[config.mk]
export PLATFORM = sky130hd
export DESIGN_NAME = dma_window_xlate
export DESIGN_NICKNAME = d
export VERILOG_FILES = /design/src/rtl/dwx_pkg.sv /design/src/rtl/dwx_csr.sv /design/src/rtl/dwx_window.sv /design/src/rtl/dwx_select.sv /design/src/rtl/dma_window_xlate.sv
export SDC_FILE = /design/constraint.sdc
export NUM_CORES = 1
export LEC_CHECK = 0
export ABC_AREA = 1
export BUFFER_PORTS_ARGS = -buffer_cell sky130_fd_sc_hd__buf_2
export CELL_PAD_IN_SITES_DETAIL_PLACEMENT = 0
export CELL_PAD_IN_SITES_GLOBAL_PLACEMENT = 1
export CORE_UTILIZATION = 46
export DETAILED_ROUTE_END_ITERATION = 8
export PLACE_DENSITY_LB_ADDON = 0.1
export SYNTH_ARGS = -nofsm -noshare
export SYNTH_HDL_FRONTEND = slang
export SYNTH_HIERARCHICAL = 1
export SYNTH_SLANG_ARGS = --single-unit
export TNS_END_PERCENT = 1
[constraint.sdc]
create_clock -name clk -period 1.98 [get_ports clk]
set_clock_uncertainty 0.1 [all_clocks]
set_input_delay 0.099 -clock clk [delete_from_list [all_inputs] [get_ports clk]]
set_output_delay 0.099 -clock clk [all_outputs]
set_load 0.005 [all_outputs]
[src/rtl/dwx_pkg.sv]
package dwx_pkg;
  typedef enum logic [1:0] {
    SZ_BYTE  = 2'd0,
    SZ_HALF  = 2'd1,
    SZ_WORD  = 2'd2,
    SZ_DWORD = 2'd3
  } acc_size_e;

  localparam int unsigned REG_STRIDE_SHIFT = 6;
  localparam int unsigned NUM_UNIMPL       = 8;
endpackage

[src/rtl/dwx_csr.sv]
module dwx_csr
  import dwx_pkg::*;
#(
  parameter int unsigned NWIN = 4,
  parameter int unsigned DW   = 64,
  parameter int unsigned AW   = 12
) (
  input  logic          clk,
  input  logic          rst_n,
  input  logic          csr_req,
  input  logic          csr_wr,
  input  logic [AW-1:0] csr_addr,
  input  logic [1:0]    csr_size,
  input  logic [DW-1:0] csr_wdata,
  output logic          csr_ack,
  output logic [DW-1:0] csr_rdata,
  output logic          csr_size_err,
  output logic          csr_reg_err,
  output logic [DW-1:0] base_o  [NWIN],
  output logic [DW-1:0] mask_o  [NWIN],
  output logic [DW-1:0] xbase_o [NWIN]
);
  localparam int unsigned IDX_MASK0  = NWIN;
  localparam int unsigned IDX_XBASE0 = 2 * NWIN;
  localparam int unsigned IDX_CTRL   = 3 * NWIN;
  localparam int unsigned IDX_TLBALL = 3 * NWIN + 1;

  logic [DW-1:0] base_q [NWIN], base_n [NWIN];
  logic [DW-1:0] mask_q [NWIN], mask_n [NWIN];
  logic [DW-1:0] xbase_q[NWIN], xbase_n[NWIN];
  logic [AW-1:0] reg_idx;
  logic          size_ok, known, wr_en;
  logic [DW-1:0] rd_val;
  logic          ack_n, size_err_n, reg_err_n;
  logic [DW-1:0] rdata_n;

  assign reg_idx = csr_addr >> REG_STRIDE_SHIFT;
  assign size_ok = (csr_size == SZ_DWORD);
  assign wr_en   = csr_req && csr_wr && size_ok;

  always_comb begin
    rd_val = '0;
    known  = 1'b0;
    for (int i = 0; i < NWIN; i++) begin
      base_n[i]  = base_q[i];
      mask_n[i]  = mask_q[i];
      xbase_n[i] = xbase_q[i];
      if (reg_idx == AW'(i)) begin
        known  = 1'b1;
        rd_val = base_q[i];
        if (wr_en) base_n[i] = csr_wdata;
      end
      if (reg_idx == AW'(IDX_MASK0 + i)) begin
        known  = 1'b1;
        rd_val = mask_q[i];
        if (wr_en) mask_n[i] = csr_wdata;
      end
      if (reg_idx == AW'(IDX_XBASE0 + i)) begin
        known  = 1'b1;
        rd_val = xbase_q[i];
        if (wr_en) xbase_n[i] = csr_wdata;
      end
    end
    if (reg_idx == AW'(IDX_CTRL) || reg_idx == AW'(IDX_TLBALL)) known = 1'b1;
  end

  always_comb begin
    ack_n      = csr_req;
    size_err_n = csr_req && !size_ok;
    reg_err_n  = csr_req && size_ok && !known;
    rdata_n    = (csr_req && !csr_wr && size_ok && known) ? rd_val : '0;
  end

  always_ff @(posedge clk or negedge rst_n) begin
    if (!rst_n) begin
      for (int i = 0; i < NWIN; i++) begin
        base_q[i]  <= '0;
        mask_q[i]  <= '0;
        xbase_q[i] <= '0;
      end
    end else if (wr_en) begin
      for (int i = 0; i < NWIN; i++) begin
        base_q[i]  <= base_n[i];
        mask_q[i]  <= mask_n[i];
        xbase_q[i] <= xbase_n[i];
      end
    end
  end

  always_ff @(posedge clk or negedge rst_n) begin
    if (!rst_n) begin
      csr_ack      <= 1'b0;
      csr_size_err <= 1'b0;
      csr_reg_err  <= 1'b0;
      csr_rdata    <= '0;
    end else begin
      csr_ack      <= ack_n;
      csr_size_err <= size_err_n;
      csr_reg_err  <= reg_err_n;
      csr_rdata    <= rdata_n;
    end
  end

  always_comb begin
    for (int i = 0; i < NWIN; i++) begin
      base_o[i]  = base_q[i];
      mask_o[i]  = mask_q[i];
      xbase_o[i] = xbase_q[i];
    end
  end
endmodule

[src/rtl/dwx_window.sv]
module dwx_window #(
  parameter int unsigned DW  = 64,
  parameter int unsigned MLO = 20,
  parameter int unsigned MHI = 30
) (
  input  logic [DW-1:0] bus_addr,
  input  logic [DW-1:0] base,
  input  logic [DW-1:0] mask,
  input  logic [DW-1:0] xbase,
  output logic          match,
  output logic          enabled,
  output logic          sg_mode,
  output logic [DW-1:0] xlated
);
  localparam logic [DW-1:0] FIELD   = ((DW'(1) << (MHI - MLO + 1)) - DW'(1)) << MLO;
  localparam logic [DW-1:0] LOWPASS = (DW'(1) << MLO) - DW'(1);

  logic [DW-1:0] cmp_mask, pass_mask;

  always_comb begin
    cmp_mask  = ~mask & FIELD;
    pass_mask = (mask & FIELD) | LOWPASS;
    match     = (((bus_addr ^ base) & cmp_mask) == '0);
    enabled   = base[0];
    sg_mode   = base[1];
    xlated    = (xbase & ~pass_mask) | (bus_addr & pass_mask);
  end
endmodule

[src/rtl/dwx_select.sv]
module dwx_select #(
  parameter int unsigned NWIN = 4,
  parameter int unsigned DW   = 64
) (
  input  logic [NWIN-1:0] match,
  input  logic [NWIN-1:0] enabled,
  input  logic [NWIN-1:0] sg_mode,
  input  logic [DW-1:0]   xlated [NWIN],
  output logic            hit,
  output logic            err,
  output logic [DW-1:0]   addr
);
  logic found;

  always_comb begin
    found = 1'b0;
    hit   = 1'b0;
    err   = 1'b0;
    addr  = '0;
    for (int i = 0; i < NWIN; i++) begin
      if (!found && match[i] && enabled[i]) begin
        found = 1'b1;
        if (sg_mode[i]) begin
          err = 1'b1;
        end else begin
          hit  = 1'b1;
          addr = xlated[i];
        end
      end
    end
  end
endmodule

[src/rtl/dma_window_xlate.sv]
module dma_window_xlate
  import dwx_pkg::*;
#(
  parameter int unsigned NWIN = 4,
  parameter int unsigned DW   = 64,
  parameter int unsigned AW   = 12,
  parameter int unsigned MLO  = 20,
  parameter int unsigned MHI  = 30
) (
  input  logic          clk,
  input  logic          rst_n,
  input  logic          csr_req,
  input  logic          csr_wr,
  input  logic [AW-1:0] csr_addr,
  input  logic [1:0]    csr_size,
  input  logic [DW-1:0] csr_wdata,
  output logic          csr_ack,
  output logic [DW-1:0] csr_rdata,
  output logic          csr_size_err,
  output logic          csr_reg_err,
  input  logic          xl_req,
  input  logic [DW-1:0] xl_bus_addr,
  output logic          xl_valid,
  output logic [DW-1:0] xl_dma_addr,
  output logic          xl_hit,
  output logic          xl_err
);
  logic [DW-1:0]   base  [NWIN];
  logic [DW-1:0]   mask  [NWIN];
  logic [DW-1:0]   xbase [NWIN];
  logic [DW-1:0]   xlated[NWIN];
  logic [NWIN-1:0] w_match, w_en, w_sg;
  logic            sel_hit, sel_err;
  logic [DW-1:0]   sel_addr;
  logic            valid_n, hit_n, err_n;
  logic [DW-1:0]   addr_n;

  dwx_csr #(.NWIN(NWIN), .DW(DW), .AW(AW)) i_csr (
    .clk(clk), .rst_n(rst_n),
    .csr_req(csr_req), .csr_wr(csr_wr), .csr_addr(csr_addr),
    .csr_size(csr_size), .csr_wdata(csr_wdata),
    .csr_ack(csr_ack), .csr_rdata(csr_rdata),
    .csr_size_err(csr_size_err), .csr_reg_err(csr_reg_err),
    .base_o(base), .mask_o(mask), .xbase_o(xbase)
  );

  for (genvar g = 0; g < NWIN; g++) begin : g_win
    dwx_window #(.DW(DW), .MLO(MLO), .MHI(MHI)) i_win (
      .bus_addr(xl_bus_addr), .base(base[g]), .mask(mask[g]), .xbase(xbase[g]),
      .match(w_match[g]), .enabled(w_en[g]), .sg_mode(w_sg[g]), .xlated(xlated[g])
    );
  end

  dwx_select #(.NWIN(NWIN), .DW(DW)) i_sel (
    .match(w_match), .enabled(w_en), .sg_mode(w_sg), .xlated(xlated),
    .hit(sel_hit), .err(sel_err), .addr(sel_addr)
  );

  always_comb begin
    valid_n = xl_req;
    hit_n   = xl_req && sel_hit;
    err_n   = xl_req && sel_err;
    addr_n  = xl_req ? sel_addr : '0;
  end

  always_ff @(posedge clk or negedge rst_n) begin
    if (!rst_n) begin
      xl_valid    <= 1'b0;
      xl_hit      <= 1'b0;
      xl_err      <= 1'b0;
      xl_dma_addr <= '0;
    end else begin
      xl_valid    <= valid_n;
      xl_hit      <= hit_n;
      xl_err      <= err_n;
      xl_dma_addr <= addr_n;
    end
  end
endmodule

==> impl_metrics.toml, run 1 <==
[outcome]
status = "finished, violations left"
violations = "setup timing"

[routing]
drtIter0Drc = 3669
routedWlPerCell_um = 20.20
post-route-drc-count = 0
via_per_inst = 5.249
wl_um = 144400
ant_nets = 0
dr.pass1.iters = 6
vias = 37540

[worst_setup_path]
required_ps = 2500
worstPathCellList = "inv_1, nand2_1, nand3_1, nand2_1, nor2_2, nand2_2, nor2_4, nand2_4, nor2_4, buf_4, clkbuf_16, nand2_1, nand3_1, nand2_1, nand2_1, nand2_1, inv_1"
worst_path_most_repeated_cell = "nand2_1"
cp.arrival_ps = 2780
rr_worst_depth = 17
critPathSlowestCell = "dfrtp_1"
reg2reg_from = "i_csr/base_o[213]"
critPathMaxFanout = 8
cp-end-kind = "flop"
path_class = "reg2reg"
worstReg2RegEnd = "xl_dma_addr[62]"
r2r_slack_ps = -290
cp-start-kind = "flop"
max_stage_delay_ps = 390

[job]
drv_cap = 0

[sta]
maxSlewViolCount = 0
finalCritPeriodShare_pct = 114.4
slew_headroom_pct = 61.11
min_period_ps = 2265
grt_setup_unrepaired = "true"
finalSetupTns_ps = -13230
worst_pin_slew_ps = 583.3
setup_viol_count_final = 66
fin_ws_ps = -285.5
max_freq_mhz = 441.4
hold_viol = 0

[cts]
h-tree-depth = 3
cts-root-buf = "clkbuf_16"
clk_latency_ps = 690
path_clk_slew_ps = 60
cts_sinks = 902
cts_tree = "built"
cts_buffer_depth = 3
cts_buffers = 102

[grt]
first_global_vias = 36160
grt_antenna_before_repair = 5
grt_max_degree = 81
track_usage_pct = 29.53
grt_remaining_overflow = 0
grt_pass1_wl_um = 221800

[synthesis]
yosysUniqueCellTypes = 33
syn-num-nets = 5781
syn_area_sq_um = 44010
yosysSeqAreaShare_pct = 51.29
synth-compound-area-share_pct = 12.03
ys_seq_elements = 902
synth_xor_area_share_pct = 0
syn_area_per_cell_sq_um = 7.812
synth_top_family_by_area = "simple AND/OR/NAND/NOR gates"
netlist_instances = 5634
synthMuxAreaShare_pct = 0.1023
yosys_warnings = 6
synthSimpleGateAreaFrac_pct = 24.90
synthAdderAreaFrac_pct = 0

[power]
p_total_mw = 40.58
p_leak_nw = 26.77
power.density_nw_per_um2 = 775.3
ir_worst_vdd_mv = 0.7144

[placed_design]
place.gp.congestion = 0.8296
hpwl_um = 89140
port_buffers = 241

[floorplan]
die_area_sq_um = 96920
die_w_um = 311.3
ioPinCount = 281
die_h_um = 311.3
rows = 113
initial_utilization_pct = 46.39
core_area_sq_um = 94870

[finish]
fin_nets = 5957
area_growth_pct = 18.93
drive_above_1_share_pct = 15.31

[worst_hold_path]
holdCritStartpoint = "xl_bus_addr[21]"
hp-class = "in2reg"
hold_end = "xl_dma_addr[21]"
min_path_cells = 7
per-layer routing:
metal  track usage [%]  up-vias  wire, um
met5                 0        -        16
met4             6.874        4      2621
met3             3.966      165      8406
met2             47.43     1065     66430
met1             42.39    18210     66970
li1                  -    18090         -
cell usage in the layout, fill, tap and decap left out, drive strengths merged, types with 3 or more instances in the layout:
cell,Yosys,layout
o22ai,11,11
buf,349,594
nor3,4,4
nand3,190,190
clkinvlp,0,4
dlygate4sd3,0,102
clkbuf,280,158
nand3b,64,64
or2,71,71
inv,451,458
nand4,183,183
mux2,4,4
bufinv,0,5
clkinv,2,13
dfrtp,902,902
a21oi,119,119
a221oi,3,3
o21ai,916,916
nor2,243,243
nand2,1839,1839
cells by family after synthesis:
logic type / after synthesis
compound gates: 1051
simple gates: 2595
buf+inv: 1082
mux: 4
flops: 902
layout make-up:
| class | count | area (sq um) |
|---|---|---|
| antenna | 1 | 2.502 |
| clock inverter | 27 | 326.6 |
| multi-input combinational | 3650 | 16600 |
| sequential | 902 | 22570 |
| tap | 1265 | 1583 |
| inverter | 453 | 1703 |
| clock buffer | 153 | 3054 |
| fill | 9071 | 42530 |
| timing repair buffer | 701 | 6507 |
report_power, final:
group | internal (mW) | switching (mW)
Combinational | 0.788 | 1.44
Sequential | 18.9 | 0.261
Clock | 11.3 | 7.95
synth_stat cells:
| cell type | number | share of area [%] |
|---|---|---|
| inv_2 | 21 | 0.18 |
| dfrtp_1 | 902 | 51 |
| clkbuf_2 | 2 | 0.023 |
| nor2_2 | 11 | 0.16 |
| nor2_1 | 229 | 2.0 |
| nand3_1 | 183 | 2.1 |
| nand2_2 | 2 | 0.028 |
| a21oi_1 | 119 | 1.4 |
| clkinv_1 | 2 | 0.017 |
| or2_1 | 14 | 0.20 |
| or2_2 | 37 | 0.53 |
| o21ai_1 | 90 | 1.0 |
| clkbuf_1 | 278 | 2.4 |
| nor2_4 | 3 | 0.077 |
| a221oi_1 | 3 | 0.060 |
| buf_1 | 9 | 0.077 |
| buf_6 | 6 | 0.15 |
| o22ai_1 | 11 | 0.16 |
| o21ai_0 | 826 | 9.4 |
| buf_4 | 246 | 4.2 |
| nand3b_1 | 64 | 1.1 |
| a31oi_1 | 1 | 0.014 |
| nand4_1 | 183 | 2.6 |
| mux2_2 | 4 | 0.10 |
| inv_1 | 430 | 3.7 |
| buf_2 | 88 | 1.0 |
| o221a_2 | 1 | 0.026 |
| nand2_4 | 1 | 0.026 |
| nor3_1 | 4 | 0.045 |
| nand2_1 | 1836 | 16 |
| nand3_2 | 7 | 0.16 |
| and3_1 | 1 | 0.014 |
| or2_0 | 20 | 0.28 |
stage by stage:
step	util (%)	setup WS [ps]	instance area (sq um)	hold WS (ps)	instances
4_1_cts	54.83	-243.1	52020	7.119	7141
5_1_grt	55.17	-386.5	52340	67.60	7152
2_1_floorplan	-	170.8	44010	-296.6	5634
3_5_place_dp	49.95	-317.9	47390	-15.26	6852
3_3_place_gp	49.95	-303.2	47390	-17.57	6852
6_report	55.17	-285.5	52340	36.03	7152
worst max-delay path by stage:
stage,from,to,slack [ps],depth (start not counted)
floorplan,i_csr/base_o[217],xl_dma_addr[23],170,16
global placement,i_csr/base_o[28],xl_dma_addr[33],-300,15
detailed placement,i_csr/base_o[217],xl_dma_addr[27],-320,17
CTS,i_csr/base_o[93],xl_dma_addr[62],-240,15
global route,i_csr/base_o[221],xl_dma_addr[62],-390,17
finish,i_csr/base_o[213],xl_dma_addr[62],-290,17
sequential cells by signal, indices dropped and copies added, names as in the netlist:
name	cells
i_csr/csr_rdata	64
i_csr/csr_size_err	1
i_csr/csr_ack	1
xl_hit	1
xl_valid	1
xl_err	1
i_csr/csr_reg_err	1
i_csr/base_o	256
xl_dma_addr	64
i_csr/xbase_o	256
i_csr/mask_o	256
worst max-delay path, delay by kind of cell (launching register included):
| family | cells | cell delay [ps] |
|---|---|---|
| and+or+nand+nor | 13 | 1160 |
| DFF | 1 | 390 |
| buffers and inverters | 4 | 560 |
repair_timing:
action,CTS,global route
endpoints found under the setup margin,66,168
hold buffers,103,0
hold endpoints to repair,1748,0
cloned,2,6
pin swaps,7,21
resized for setup,29,34
setup buffers,4,4
Power figures use the tool's default switching activity.
==> run 2, diff against run 1 <==
Settings changed: CTS_BUF_LIST set to sky130_fd_sc_hd__clkbuf_16.
==> impl_metrics.toml, run 2 (synthesis results as in run 1) <==
[routing]
highest_layer = "met5"
routedWlPerCell_um = 20.19
via_per_inst = 5.267
wirelength_met1_um = 67530
wl_met2_um = 66500
ant_nets = 0
vias = 37670
post-route-drc-count = 0
dr.pass1.iters = 6
wl_met3_um = 7902
wl_um = 144400
drtIter0Drc = 3774

[cts]
cts-root-buf = "clkbuf_16"
cts_tree = "built"
cts_buffer_depth = 3
clk_latency_ps = 700
cts_sinks = 902
cts_buffers = 102
h-tree-depth = 3
path_clk_slew_ps = 60

[finish]
area_growth_pct = 18.25
drive_above_1_share_pct = 14.80
postLayoutCoreUtil_pct = 54.86
final_cells = 7152
design_area_sq_um = 52040
multi_input_comb_area_sq_um = 16610
most-common-layout-cells = "nand2_1 (1806), dfrtp_1 (902), o21ai_0 (826)"
nFillCells = 9110
layout_commonest_cell = "nand2_1"
fin_nets = 5957
seqCellArea_sq_um = 22570

[job]
drv_cap = 0

[sta]
maxSlewViolCount = 0
fin_ws_ps = -298.0
worst_pin_slew_ps = 574.5
setup_viol_count_final = 66
grt_setup_unrepaired = "true"
max_freq_mhz = 439.0
hold_slack_ps = 25.00
min_period_ps = 2278
slew_headroom_pct = 61.70
finalCritPeriodShare_pct = 115.1
hold_viol = 0

[placed_design]
hpwl_um = 89140
place.gp.congestion = 0.8296
post-place-ws_ps = -317.9
port_buffers = 241
dpl.cell_count = 6852
placed_area_sq_um = 47390

[floorplan]
die_area_sq_um = 96920
ioPinCount = 281
rows = 113
initial_utilization_pct = 46.39
core_area_sq_um = 94870
die_w_um = 311.3
die_h_um = 311.3

[worst_setup_path]
critPathSlowestCell = "dfrtp_1"
critPathTopFamily = "simple AND/OR/NAND/NOR gates"
cp-start-kind = "flop"
path_buf_inv = 4
cp.arrival_ps = 2810
worst_path_most_repeated_cell = "nand2_1"
max_stage_delay_ps = 390
path_class = "reg2reg"
critPathMaxFanout = 7
worstPathCellList = "inv_1, nand2_1, nand3_1, nand2_1, nor2_2, nand2_2, nor2_4, nand2_4, nor2_4, buf_4, buf_6, nand2_1, nand3_1, nand2_1, nand2_1, nand2_1, inv_1"
required_ps = 2510
cp-end-kind = "flop"

[power]
internal-power_mw = 29.61
clkPwrFrac_pct = 45.6
pwr-share-seq_pct = 48.7
p_leak_nw = 26.70
power.density_nw_per_um2 = 754.4
p_comb_share_pct = 5.7
ir_worst_vdd_mv = 0.7012
p_switching_mw = 9.646
netSwitchingFraction_pct = 24.57

[outcome]
violations = "setup timing"
status = "finished, violations left"

[grt]
grt_remaining_overflow = 0
grt_antenna_before_repair = 5
grt_max_degree = 81
grt_pass1_wl_um = 221600
track_usage_pct = 29.52
first_global_vias = 36180

[worst_hold_path]
hp-class = "in2reg"
## run 2: changes by cell type in the layout (fill, tap and decap cells not counted), sizes merged
cell	previous run	this run
clkinv	13	44
inv	458	478
clkbuf	158	107
## run 2: worst paths after layout
path	end	slack, ps	cells past startpoint	start
min	xl_dma_addr[21]	20	7	xl_bus_addr[21]
max	xl_dma_addr[57]	-300	17	i_csr/base_o[213]
min in group asynchronous	i_csr/base_o[87]	150	3	rst_n
min reg2reg	i_csr/base_o[187]	380	2	i_csr/base_o[187]
max in group asynchronous	i_csr/mask_o[52]	1020	3	rst_n
max reg2reg	xl_dma_addr[57]	-300	17	i_csr/base_o[213]
## run 2: final cells by class
cell class              count  area share, %
clock buffers             102          4.905
flip-flops and latches    902          43.37
inverters                 453          3.272
multi-input cells        3650          31.91
repair buffers            701          12.50
clock inverters            78         0.9953
well taps                1265          3.041
diodes                      1       0.004808
## run 2: power groups by stage
stage / Combinational (mW) / Sequential (mW) / Clock [mW]
final: 2.23 / 19.1 / 17.9
after global routing: 2.52 / 19.2 / 19.0
after CTS: 2.26 / 19.1 / 18.2
after detailed placement: 2.08 / 19.4 / 0
after global placement: 2.05 / 19.4 / 0
after floorplan: 1.09 / 19.4 / 0
## run 2: worst min-delay path, delay by kind of cell
family / cells / cell delay, ps
buffers and inverters: 3 / 260
AOI/OAI and AO/OA: 1 / 170
and+or+nand+nor: 3 / 250
## run 2: metrics by stage
stage                     power, mW  setup TNS (ps)
after detailed placement      21.52          -22590
after CTS                     39.61          -13780
after global placement        21.49          -19120
final                         39.26          -13470
after global routing          40.67          -21320
after floorplan               20.49               0
## run 2: timing repair
item	CTS	global route
endpoints found under the setup margin	66	166
pin swaps	6	22
gates resized for setup	25	39
hold endpoints to repair	1748	0
gates cloned	2	6
buffers inserted	4	4
hold buffers	103	0
## run 2: metal layers
layer | track usage [%] | vias up
met4 | 6.729 | 4
met5 | 0 | -
met2 | 47.46 | 1066
met1 | 42.38 | 18350
li1 | - | 18100
met3 | 3.966 | 154
